## src/rtl/hook_dbg_ctrl.sv

```systemverilog
module hook_dbg_ctrl #(
  parameter int NUM_HOOKS = 4,
  parameter int PROCS     = 2,
  parameter int HOST_VARS = 2,
  parameter int DBG_REGS  = 2,
  parameter int DATA_W    = 8,
  localparam int NV     = HOST_VARS + DBG_REGS,
  localparam int VAR_W  = $clog2(NV) + 1,
  localparam int HOOK_W = $clog2(NUM_HOOKS) + 1,
  localparam int SLOT_W = (PROCS > 1) ? $clog2(PROCS) : 1,
  localparam int PW     = 3 + VAR_W + DATA_W
) (
  input  logic                          clk,
  input  logic                          rst_n,
  input  logic                          hook_vld,
  input  logic [HOOK_W-1:0]             hook_id,
  output logic                          hook_go,
  output logic                          host_stall,
  input  logic [HOST_VARS*DATA_W-1:0]   host_vars_i,
  output logic [HOST_VARS-1:0]          host_we_o,
  output logic [HOST_VARS*DATA_W-1:0]   host_wdata_o,
  output logic                          brk_vld,
  output logic [HOOK_W-1:0]             brk_hook,
  input  logic                          cmd_vld,
  input  logic [2:0]                    cmd_op,
  input  logic [VAR_W-1:0]              cmd_var,
  input  logic [HOOK_W-1:0]             cmd_hook,
  input  logic [SLOT_W-1:0]             cmd_slot,
  input  logic [DATA_W-1:0]             cmd_data,
  input  logic [PW-1:0]                 cmd_proc,
  output logic                          rsp_vld,
  output logic [1:0]                    rsp_status,
  output logic [DATA_W-1:0]             rsp_data
);
  localparam int NP = NUM_HOOKS * PROCS;
  localparam logic [2:0] OP_RD = 3'd0, OP_WR = 3'd1, OP_INC = 3'd2,
                         OP_INST = 3'd3, OP_CONT = 3'd4, OP_BRK = 3'd5;
  localparam logic [1:0] ST_OK = 2'd0, ST_REJ = 2'd1, ST_BAD = 2'd2;

  logic              interactive_q;
  logic [PW-1:0]     proc_q [NP];
  logic [DATA_W-1:0] dbg_q  [DBG_REGS];
  logic [DATA_W-1:0] var_val [NV];
  logic [DATA_W-1:0] var_nxt [NV];
  logic [NV-1:0]     var_we;

  genvar gi;
  for (gi = 0; gi < NV; gi++) begin : g_vars
    if (gi < HOST_VARS) begin : g_host
      assign var_val[gi] = host_vars_i[gi*DATA_W +: DATA_W];
    end else begin : g_dbg
      assign var_val[gi] = dbg_q[gi-HOST_VARS];
    end
  end

  assign host_stall = interactive_q;

  logic          brk_any, eval_en, hook_brk;
  logic [NV-1:0] inc_mask;

  always_comb begin
    brk_any  = 1'b0;
    inc_mask = '0;
    for (int p = 0; p < PROCS; p++) begin
      logic [PW-1:0]     pw;
      logic [VAR_W-1:0]  pv;
      logic [DATA_W-1:0] pk, v;
      logic              fire;
      pw = '0;
      for (int h = 0; h < NUM_HOOKS; h++)
        if (hook_id == HOOK_W'(h)) pw = proc_q[h*PROCS+p];
      pv = pw[DATA_W +: VAR_W];
      pk = pw[DATA_W-1:0];
      v  = '0;
      for (int i = 0; i < NV; i++)
        if (pv == VAR_W'(i)) v = var_val[i];
      case (pw[PW-2 -: 2])
        2'd0:    fire = 1'b1;
        2'd1:    fire = (v == pk);
        default: fire = (v >= pk);
      endcase
      if (pw[PW-1]) begin
        if (fire) brk_any = 1'b1;
        else if (pw[PW-2 -: 2] == 2'd3)
          for (int i = 0; i < NV; i++)
            if (pv == VAR_W'(i)) inc_mask[i] = 1'b1;
      end
    end
  end

  assign eval_en  = hook_vld && !interactive_q && (hook_id < HOOK_W'(NUM_HOOKS));
  assign hook_brk = eval_en && brk_any;
  assign hook_go  = hook_vld && !interactive_q && !hook_brk;

  logic [1:0]        st;
  logic [DATA_W-1:0] dat, cur;
  logic              cv_ok, ch_ok, pv_ok, var_cmd;

  always_comb begin
    cur = '0;
    for (int i = 0; i < NV; i++)
      if (cmd_var == VAR_W'(i)) cur = var_val[i];
    cv_ok = cmd_var < VAR_W'(NV);
    ch_ok = cmd_hook < HOOK_W'(NUM_HOOKS);
    pv_ok = cmd_proc[DATA_W +: VAR_W] < VAR_W'(NV);
    st  = ST_OK;
    dat = '0;
    case (cmd_op)
      OP_RD:   begin st = cv_ok ? ST_OK : ST_BAD; dat = cur; end
      OP_WR:   begin st = cv_ok ? ST_OK : ST_BAD; dat = cmd_data; end
      OP_INC:  begin st = cv_ok ? ST_OK : ST_BAD; dat = cur + DATA_W'(1); end
      OP_INST: st = !interactive_q ? ST_REJ : ((ch_ok && pv_ok) ? ST_OK : ST_BAD);
      OP_CONT, OP_BRK: st = ST_OK;
      default: st = ST_BAD;
    endcase
    if (st != ST_OK) dat = '0;
  end

  assign var_cmd = cmd_vld && (st == ST_OK) && (cmd_op == OP_WR || cmd_op == OP_INC);

  always_comb begin
    for (int i = 0; i < NV; i++) begin
      if (var_cmd && cmd_var == VAR_W'(i)) begin
        var_nxt[i] = dat;
        var_we[i]  = 1'b1;
      end else if (eval_en && inc_mask[i]) begin
        var_nxt[i] = var_val[i] + DATA_W'(1);
        var_we[i]  = 1'b1;
      end else begin
        var_nxt[i] = var_val[i];
        var_we[i]  = 1'b0;
      end
    end
  end

  always_ff @(posedge clk or negedge rst_n) begin
    if (!rst_n) begin
      interactive_q <= 1'b0;
      for (int j = 0; j < NP; j++) proc_q[j] <= '0;
      for (int j = 0; j < DBG_REGS; j++) dbg_q[j] <= '0;
      host_we_o    <= '0;
      host_wdata_o <= '0;
      brk_vld      <= 1'b0;
      brk_hook     <= '0;
      rsp_vld      <= 1'b0;
      rsp_status   <= ST_OK;
      rsp_data     <= '0;
    end else begin
      rsp_vld    <= cmd_vld;
      rsp_status <= cmd_vld ? st : ST_OK;
      rsp_data   <= cmd_vld ? dat : '0;
      brk_vld    <= hook_brk;
      brk_hook   <= hook_brk ? hook_id : '0;
      if (hook_brk)                         interactive_q <= 1'b1;
      else if (cmd_vld && cmd_op == OP_BRK)  interactive_q <= 1'b1;
      else if (cmd_vld && cmd_op == OP_CONT) interactive_q <= 1'b0;
      if (cmd_vld && cmd_op == OP_INST && st == ST_OK)
        for (int h = 0; h < NUM_HOOKS; h++)
          for (int p = 0; p < PROCS; p++)
            if (cmd_hook == HOOK_W'(h) && cmd_slot == SLOT_W'(p))
              proc_q[h*PROCS+p] <= cmd_proc;
      for (int j = 0; j < DBG_REGS; j++)
        if (var_we[HOST_VARS+j]) dbg_q[j] <= var_nxt[HOST_VARS+j];
      for (int i = 0; i < HOST_VARS; i++) begin
        host_we_o[i] <= var_we[i];
        host_wdata_o[i*DATA_W +: DATA_W] <= var_nxt[i];
      end
    end
  end
endmodule


```

## config.mk

```make
export PLATFORM = sky130hd
export DESIGN_NAME = hook_dbg_ctrl
export DESIGN_NICKNAME = d
export VERILOG_FILES = /design/src/rtl/hook_dbg_ctrl.sv
export SDC_FILE = /design/constraint.sdc
export NUM_CORES = 1
export LEC_CHECK = 0
export BUFFER_PORTS_ARGS = -buffer_cell sky130_fd_sc_hd__buf_2
export CAP_MARGIN = 20
export CORE_ASPECT_RATIO = 1.25
export CORE_MARGIN = 2
export CORE_UTILIZATION = 45
export DETAILED_ROUTE_END_ITERATION = 12
export SLEW_MARGIN = 10
export SYNTH_ARGS = -nofsm -noshare
export SYNTH_HDL_FRONTEND = slang
export SYNTH_SLANG_ARGS = --single-unit
```

## constraint.sdc

```tcl
create_clock -name clk -period 5.3 [get_ports clk]
set_input_delay 0.53 -clock clk [delete_from_list [all_inputs] [get_ports clk]]
set_output_delay 0.53 -clock clk [all_outputs]
set_load 0.01 [all_outputs]
```

==> impl_metrics.toml, run 1 <==
[outcome]
status = "complete, no violations"

[finish]
fill_cells = 1764
fin_nets = 888
area_growth_pct = 14.7
fin_area_mm2 = 0.0104
instances_no_fill = 1095
multi_input_area_mm2 = 0.00482
antenna_cells = 0
drive_gt1_frac = 0.353
regArea_mm2 = 0.00405

[place]
place.gp.congestion = 0.897
dp_cells = 1062
dp_hpwl_um = 16700
placed_cell_area_mm2 = 0.00975
dp_slack_ns = 0.572
io_buffers = 89

[clock_network]
clock-sinks = 162
root_buffer = "clkbuf_16"
htreeDepth = 4
clockBufferDepth = 2
postCtsResizedCells = 0
post_cts_buffers = 0
cts_tree = "done"
cts_hold_buf = 0
numCtsBuffers = 17
clkTransAtPathRegs_ns = 0.06
clock_latency_ns = 0.43

[sta]
slew_headroom = 0.283
period_minus_slack_ns = 4.90
hold_viol = 0
setup_viol = 0
worst_pin_slew_ns = 1.06
clock.fmax_mhz = 204
layout_setup_ws_ns = 0.404
tns_ns = 0
fin_crit_sh = 0.924
rsz0062_at_grt = "false"
report.final.slew_viol_count = 0
skew_ns = 0.0133
whs_ns = 0.0545

[pwr]
ir_worst_vdd_mv = 0.214
p_leak_nw = 4.76
powerDensity_mw_per_mm2 = 290

[worst_setup_path]
ff2ff_setup_slack_ns = 0.79
path_cells = "nor2b_1, a211oi_1, a211o_1, mux4_2, and2_1, ha_1, nand2_1, o21bai_1, a211oi_1, o22ai_1, nand2_1, a22oi_1, nor2b_1, nor3b_1, buf_2"
cp-start-kind = "flop"
rr_worst_depth = 14
cp_slowest_cell = "mux4_2"
end_kind = "output pin"
path_class = "flop to output pin"
worstPathArrival_ns = 4.37
required_ns = 4.77
timing.rr.end = "dbg_q[7]$_DFFE_PN0P_"
cp_max_fo = 10
critical-path-max-stage-delay_ns = 0.59
reg2reg_from = "proc_q[92]$_DFFE_PN0P_"

[logic_synthesis]
synth_top_area_frac = 0.447
synth_area_mm2 = 0.00907
ys_ff_latch = 162
synthAdderAreaFrac = 0.0290
syn_inst = 733
synth_edf_count = 0
syn_nets = 809
synth_compound_area_frac = 0.0577
ys_seq_area_frac = 0.447
yosysUniqueCellTypes = 60
yosys_most_used_dff = "dfrtp_1"
synth-xor-area-share = 0.0280
ys_warn_count = 0
synth_mux_area_frac = 0.279
syn_area_per_cell_um2 = 12.4
synth-async-reset-ratio = 1.00
synthTopCellsByArea = "dfrtp_1 (45%), mux4_2 (13%), mux2_2 (11%)"
synthSimpleGateAreaFrac = 0.137
synth_top_family_by_area = "multiplexers"
yosysTopAreaCell = "dfrtp_1"

[detailed_routing]
wl_per_cell_um = 21.4
num_vias = 6342
drc = 0
antenna_left = 0
routed_wl_um = 23500
drt-vias-per-instance = 5.79
firstDrtPassIters = 5
dr.first_iter.drc_count = 474

[global_routing]
grt_pass1_wl_um = 37000
grtUsageTotal = 0.233
antenna_found_initial = 0
grt_pass1_vias = 6720
grt-ovfl-total = 0
grt_max_degree = 111

[floorplan]
die_area_mm2 = 0.0213
coreArea_mm2 = 0.0200
ios = 90
fp.dieW_um = 131
die_h_um = 163
initial_core_util = 0.454
rows = 58

[hold_path]
hold_path_class = "input pin to asynchronous set/reset pin"

[job]
cap_viol_max_count = 0
cells in the final DEF (no fill, tap or decap), drive strengths merged, types with 20 or more instances in the layout:
cell,Yosys,final
a21oi,41,41
and2,27,27
buf,19,100
clkbuf,21,22
dfrtp,162,162
ha,21,21
mux2,109,109
mux4,51,51
nand2,36,36
nand2b,20,20
nor2,43,43
nor2b,24,24
xnor2,28,28
kinds of logic after synthesis:
| family | Yosys count |
|---|---|
| other | 1 |
| and+or+nand+nor | 217 |
| muxes | 175 |
| AOI/OAI and AO/OA | 84 |
| DFF | 162 |
| buffers and inverters | 44 |
| adders and majority gates | 21 |
| xor gates and xnor gates | 29 |
state kept, by name, summed over array words and instances, names as in the netlist:
| signal | count |
|---|---|
| brk_hook | 3 |
| host_we_o | 2 |
| proc_q | 112 |
| host_wdata_o | 16 |
| rsp_status | 2 |
| rsp_data | 8 |
| brk_vld | 1 |
| host_stall | 1 |
| rsp_vld | 1 |
| dbg_q | 16 |
synth_stat cells (15+ instances only):
cell and instances:
mux2i_1 15, a21oi_1 41, xnor2_1 28, clkbuf_1 21
mux4_2 51, mux2_1 17, dfrtp_1 162, nand2_1 36
nand2b_1 20, nor2_1 43, ha_1 21, mux2_2 92
nor2b_1 23, nand3_1 18, and2_1 27
how the worst max path moves through the flow:
stage,start,end,slack [ns],cells past startpoint
3_5_place_dp,hook_id[1],dbg_q[10]$_DFFE_PN0P_,0.57,15
3_3_place_gp,hook_id[1],hook_go,0.60,16
5_1_grt,proc_q[92]$_DFFE_PN0P_,hook_go,0.07,15
4_1_cts,proc_q[92]$_DFFE_PN0P_,hook_go,0.37,15
2_1_floorplan,hook_id[0],hook_go,1.14,15
6_report,proc_q[92]$_DFFE_PN0P_,hook_go,0.40,15
routing by layer:
layer,vias to the layer above,wire (µm),global-route usage
li1,2856,-,-
met1,3249,9120,0.268
met2,171,12200,0.403
met3,66,890,0.0453
met4,0,1240,0.127
met5,-,0,0
stage by stage:
step                power (W)  utilization
CTS                   0.00304        0.520
finish                0.00302        0.521
floorplan             0.00158            -
global route          0.00313        0.521
global placement      0.00172        0.489
detailed placement    0.00174        0.489
final cells by class:
class / instances / area share
Clock buffer: 22 / 0.0456
Multi-Input combinational cell: 527 / 0.463
Clock inverter: 10 / 0.0141
Inverter: 4 / 0.00144
Sequential cell: 162 / 0.390
Tap cell: 270 / 0.0325
Timing Repair Buffer: 100 / 0.0533
critical path, delay by kind of cell (launching register included):
kind / cells / cell delay [ns]
AOI/OAI and AO/OA: 6 / 1.80
and+or+nand+nor: 6 / 0.73
muxes: 1 / 0.59
DFF: 1 / 0.38
adders and majority gates: 1 / 0.29
buffers and inverters: 1 / 0.14
where the power goes:
part	internal [W]	leakage, nW	switching [W]	total (W)
Combinational	0.000167	2.27	0.000192	0.000359
Clock	0.000785	0.302	0.000517	0.00130
Sequential	0.00129	2.19	0.0000669	0.00136
Total	0.00224	4.76	0.000776	0.00302
Note: power is estimated with default switching activity, not from simulation.
==> inputs of run 2 (changes only) <==
==> constraint.sdc (replaced) <==
create_clock -name clk -period 5.3 [get_ports clk]
set_input_delay 1.06 -clock clk [delete_from_list [all_inputs] [get_ports clk]]
set_output_delay 1.06 -clock clk [all_outputs]
set_load 0.01 [all_outputs]
==> run 2 against run 1 <==
  * Sequential cell count did not move
  * Critical path depth rose by 2
  * Fmax is 6.6% lower
  * Setup slack worse by 0.34 ns
  * Total power shrank 4.7%
  * Largest cell class unchanged
  * Routed wire length up 3.6%
  * Hold slack improved by 0.43 ns
  * Core utilization is 1.3 points higher
  * Via count increased by 3.8%
  * Clock power is 12% lower
  * Highest routed layer unchanged
  * Die area unchanged
==> impl_metrics.toml, run 2 (synthesized netlist as in run 1, its figures left out) <==
[outcome]
status = "complete, no violations"

[detailed_routing]
dr.first_iter.drc_count = 396
antenna_left = 0
drt-vias-per-instance = 5.85
drc = 0
wl_per_cell_um = 21.6
num_vias = 6581
routed_wl_um = 24300
firstDrtPassIters = 5

[place]
dp_hpwl_um = 17000
dp_cells = 1082
dp_slack_ns = -0.240
place.gp.congestion = 0.938
placed_cell_area_mm2 = 0.00992
io_buffers = 89

[floorplan]
initial_core_util = 0.454
die_h_um = 163
ios = 90
fp.dieW_um = 131
rows = 58
die_area_mm2 = 0.0213
coreArea_mm2 = 0.0200

[pwr]
intPower_w = 0.00209
p_sw_frac = 0.273
powerDensity_mw_per_mm2 = 270
total_power_w = 0.00288
seqPwrFrac = 0.474
ir_worst_vdd_mv = 0.227
p_comb_frac = 0.129
p_leak_nw = 4.89
clockPowerShare = 0.398
switchingPower_w = 0.000785

[global_routing]
grt_pass1_vias = 6854
antenna_found_initial = 0
grt_max_degree = 79
grtUsageTotal = 0.240
grt_pass1_wl_um = 38000
grt-ovfl-total = 0

[clock_network]
htreeDepth = 4
clock_latency_ns = 0.43
root_buffer = "clkbuf_16"
clock-sinks = 162
cts_tree = "done"
clockBufferDepth = 2
numCtsBuffers = 17
clkTransAtPathRegs_ns = 0.07

[finish]
fin_area_mm2 = 0.0107
fin_nets = 918
layout_common_cells = "dfrtp_1 (162), mux2_2 (92), buf_2 (87)"
instances_no_fill = 1124
area_growth_pct = 17.6
largestRegisters = "proc_q x112, dbg_q x16, host_wdata_o x16"
antenna_cells = 0
largest_reg_flops = 112
post-route-util = 0.534
layout_commonest_cell = "dfrtp_1"
regMostFlops = "proc_q"
drive_gt1_frac = 0.391

[worst_setup_path]
worstPathArrival_ns = 4.18
critical-path-max-stage-delay_ns = 0.50
end_kind = "output pin"
cp-start-kind = "input pin"
required_ns = 4.24
cp_max_fo = 5
path_cells = "buf_2, buf_4, mux4_2, nand2b_4, buf_12, buf_4, mux4_2, nor2b_1, ha_1, o211ai_1, a21o_1, o2bb2ai_1, o21ai_1, a22oi_2, nor2b_2, nor3b_2, buf_2"
ff2ff_setup_slack_ns = 1.24
cp_slowest_cell = "mux4_2"
path_class = "input pin to output pin"

[job]
cap_viol_max_count = 0

[sta]
report.final.slew_viol_count = 0
worst_pin_slew_ns = 0.937
layout_setup_ws_ns = 0.0600
setup_viol = 0
period_minus_slack_ns = 5.24
fin_crit_sh = 0.989
hold_viol = 0
slew_headroom = 0.369
clock.fmax_mhz = 191
skew_ns = 0.0110

[hold_path]
hold_path_class = "flop to flop"
-- run 2: path summary, 6_finish.rpt --
check,endpoint,depth (start not counted),from
max,hook_go,17,hook_id[1]
min,proc_q[30]$_DFFE_PN0P_,1,proc_q[30]$_DFFE_PN0P_
max reg2reg,dbg_q[7]$_DFFE_PN0P_,17,proc_q[78]$_DFFE_PN0P_
min reg2reg,proc_q[30]$_DFFE_PN0P_,1,proc_q[30]$_DFFE_PN0P_
max in group asynchronous,proc_q[66]$_DFFE_PN0P_,2,rst_n
min in group asynchronous,rsp_status[0]$_DFF_PN0_,1,rst_n
-- run 2: area by class of cell --
class / instances / area, µm²
Clock buffer: 20 / 457
Clock inverter: 11 / 80.1
Fill cell: 1702 / 9300
Inverter: 4 / 15.0
Multi-Input combinational cell: 528 / 4900
Sequential cell: 162 / 4050
Tap cell: 270 / 338
Timing Repair Buffer: 129 / 820
-- run 2: through the flow --
step / TNS (ns) / hold slack, ns
after global placement: -0.114 / 0.464
after floorplan: 0 / 0.448
final: 0 / 0.486
after CTS: 0 / 0.492
after detailed placement: -0.240 / 0.474
after global routing: -0.0561 / 0.501
-- run 2: worst max-delay path: cells and delay by family --
kind | cells | cell delay [ns]
muxes | 2 | 0.85
and+or+nand+nor | 4 | 0.58
adders and majority gates | 1 | 0.31
AOI/OAI and AO/OA | 5 | 0.66
buffers and inverters | 5 | 0.71
-- run 2: timing repair --
item / 4_1_cts / 5_1_grt
gates cloned: 0 / 2
hold buffers: 0 / 0
buffers inserted: 1 / 8
pin swaps: 1 / 16
endpoints found under the setup margin: 1 / 1
gates resized for setup: 7 / 18
-- run 2: power groups by stage --
stage | combinational, W | clock [W] | sequential (W)
after floorplan | 0.000224 | 0 | 0.00135
after global placement | 0.000346 | 0 | 0.00138
after detailed placement | 0.000357 | 0 | 0.00138
after CTS | 0.000362 | 0.00117 | 0.00136
after global routing | 0.000408 | 0.00122 | 0.00137
final | 0.000370 | 0.00114 | 0.00136
-- run 2: routing by layer --
| metal | track usage | share of wire |
|---|---|---|
| met1 | 0.286 | 0.39 |
| met5 | 0 | 0 |
| met4 | 0.110 | 0.042 |
| met2 | 0.417 | 0.52 |
| met3 | 0.0424 | 0.045 |
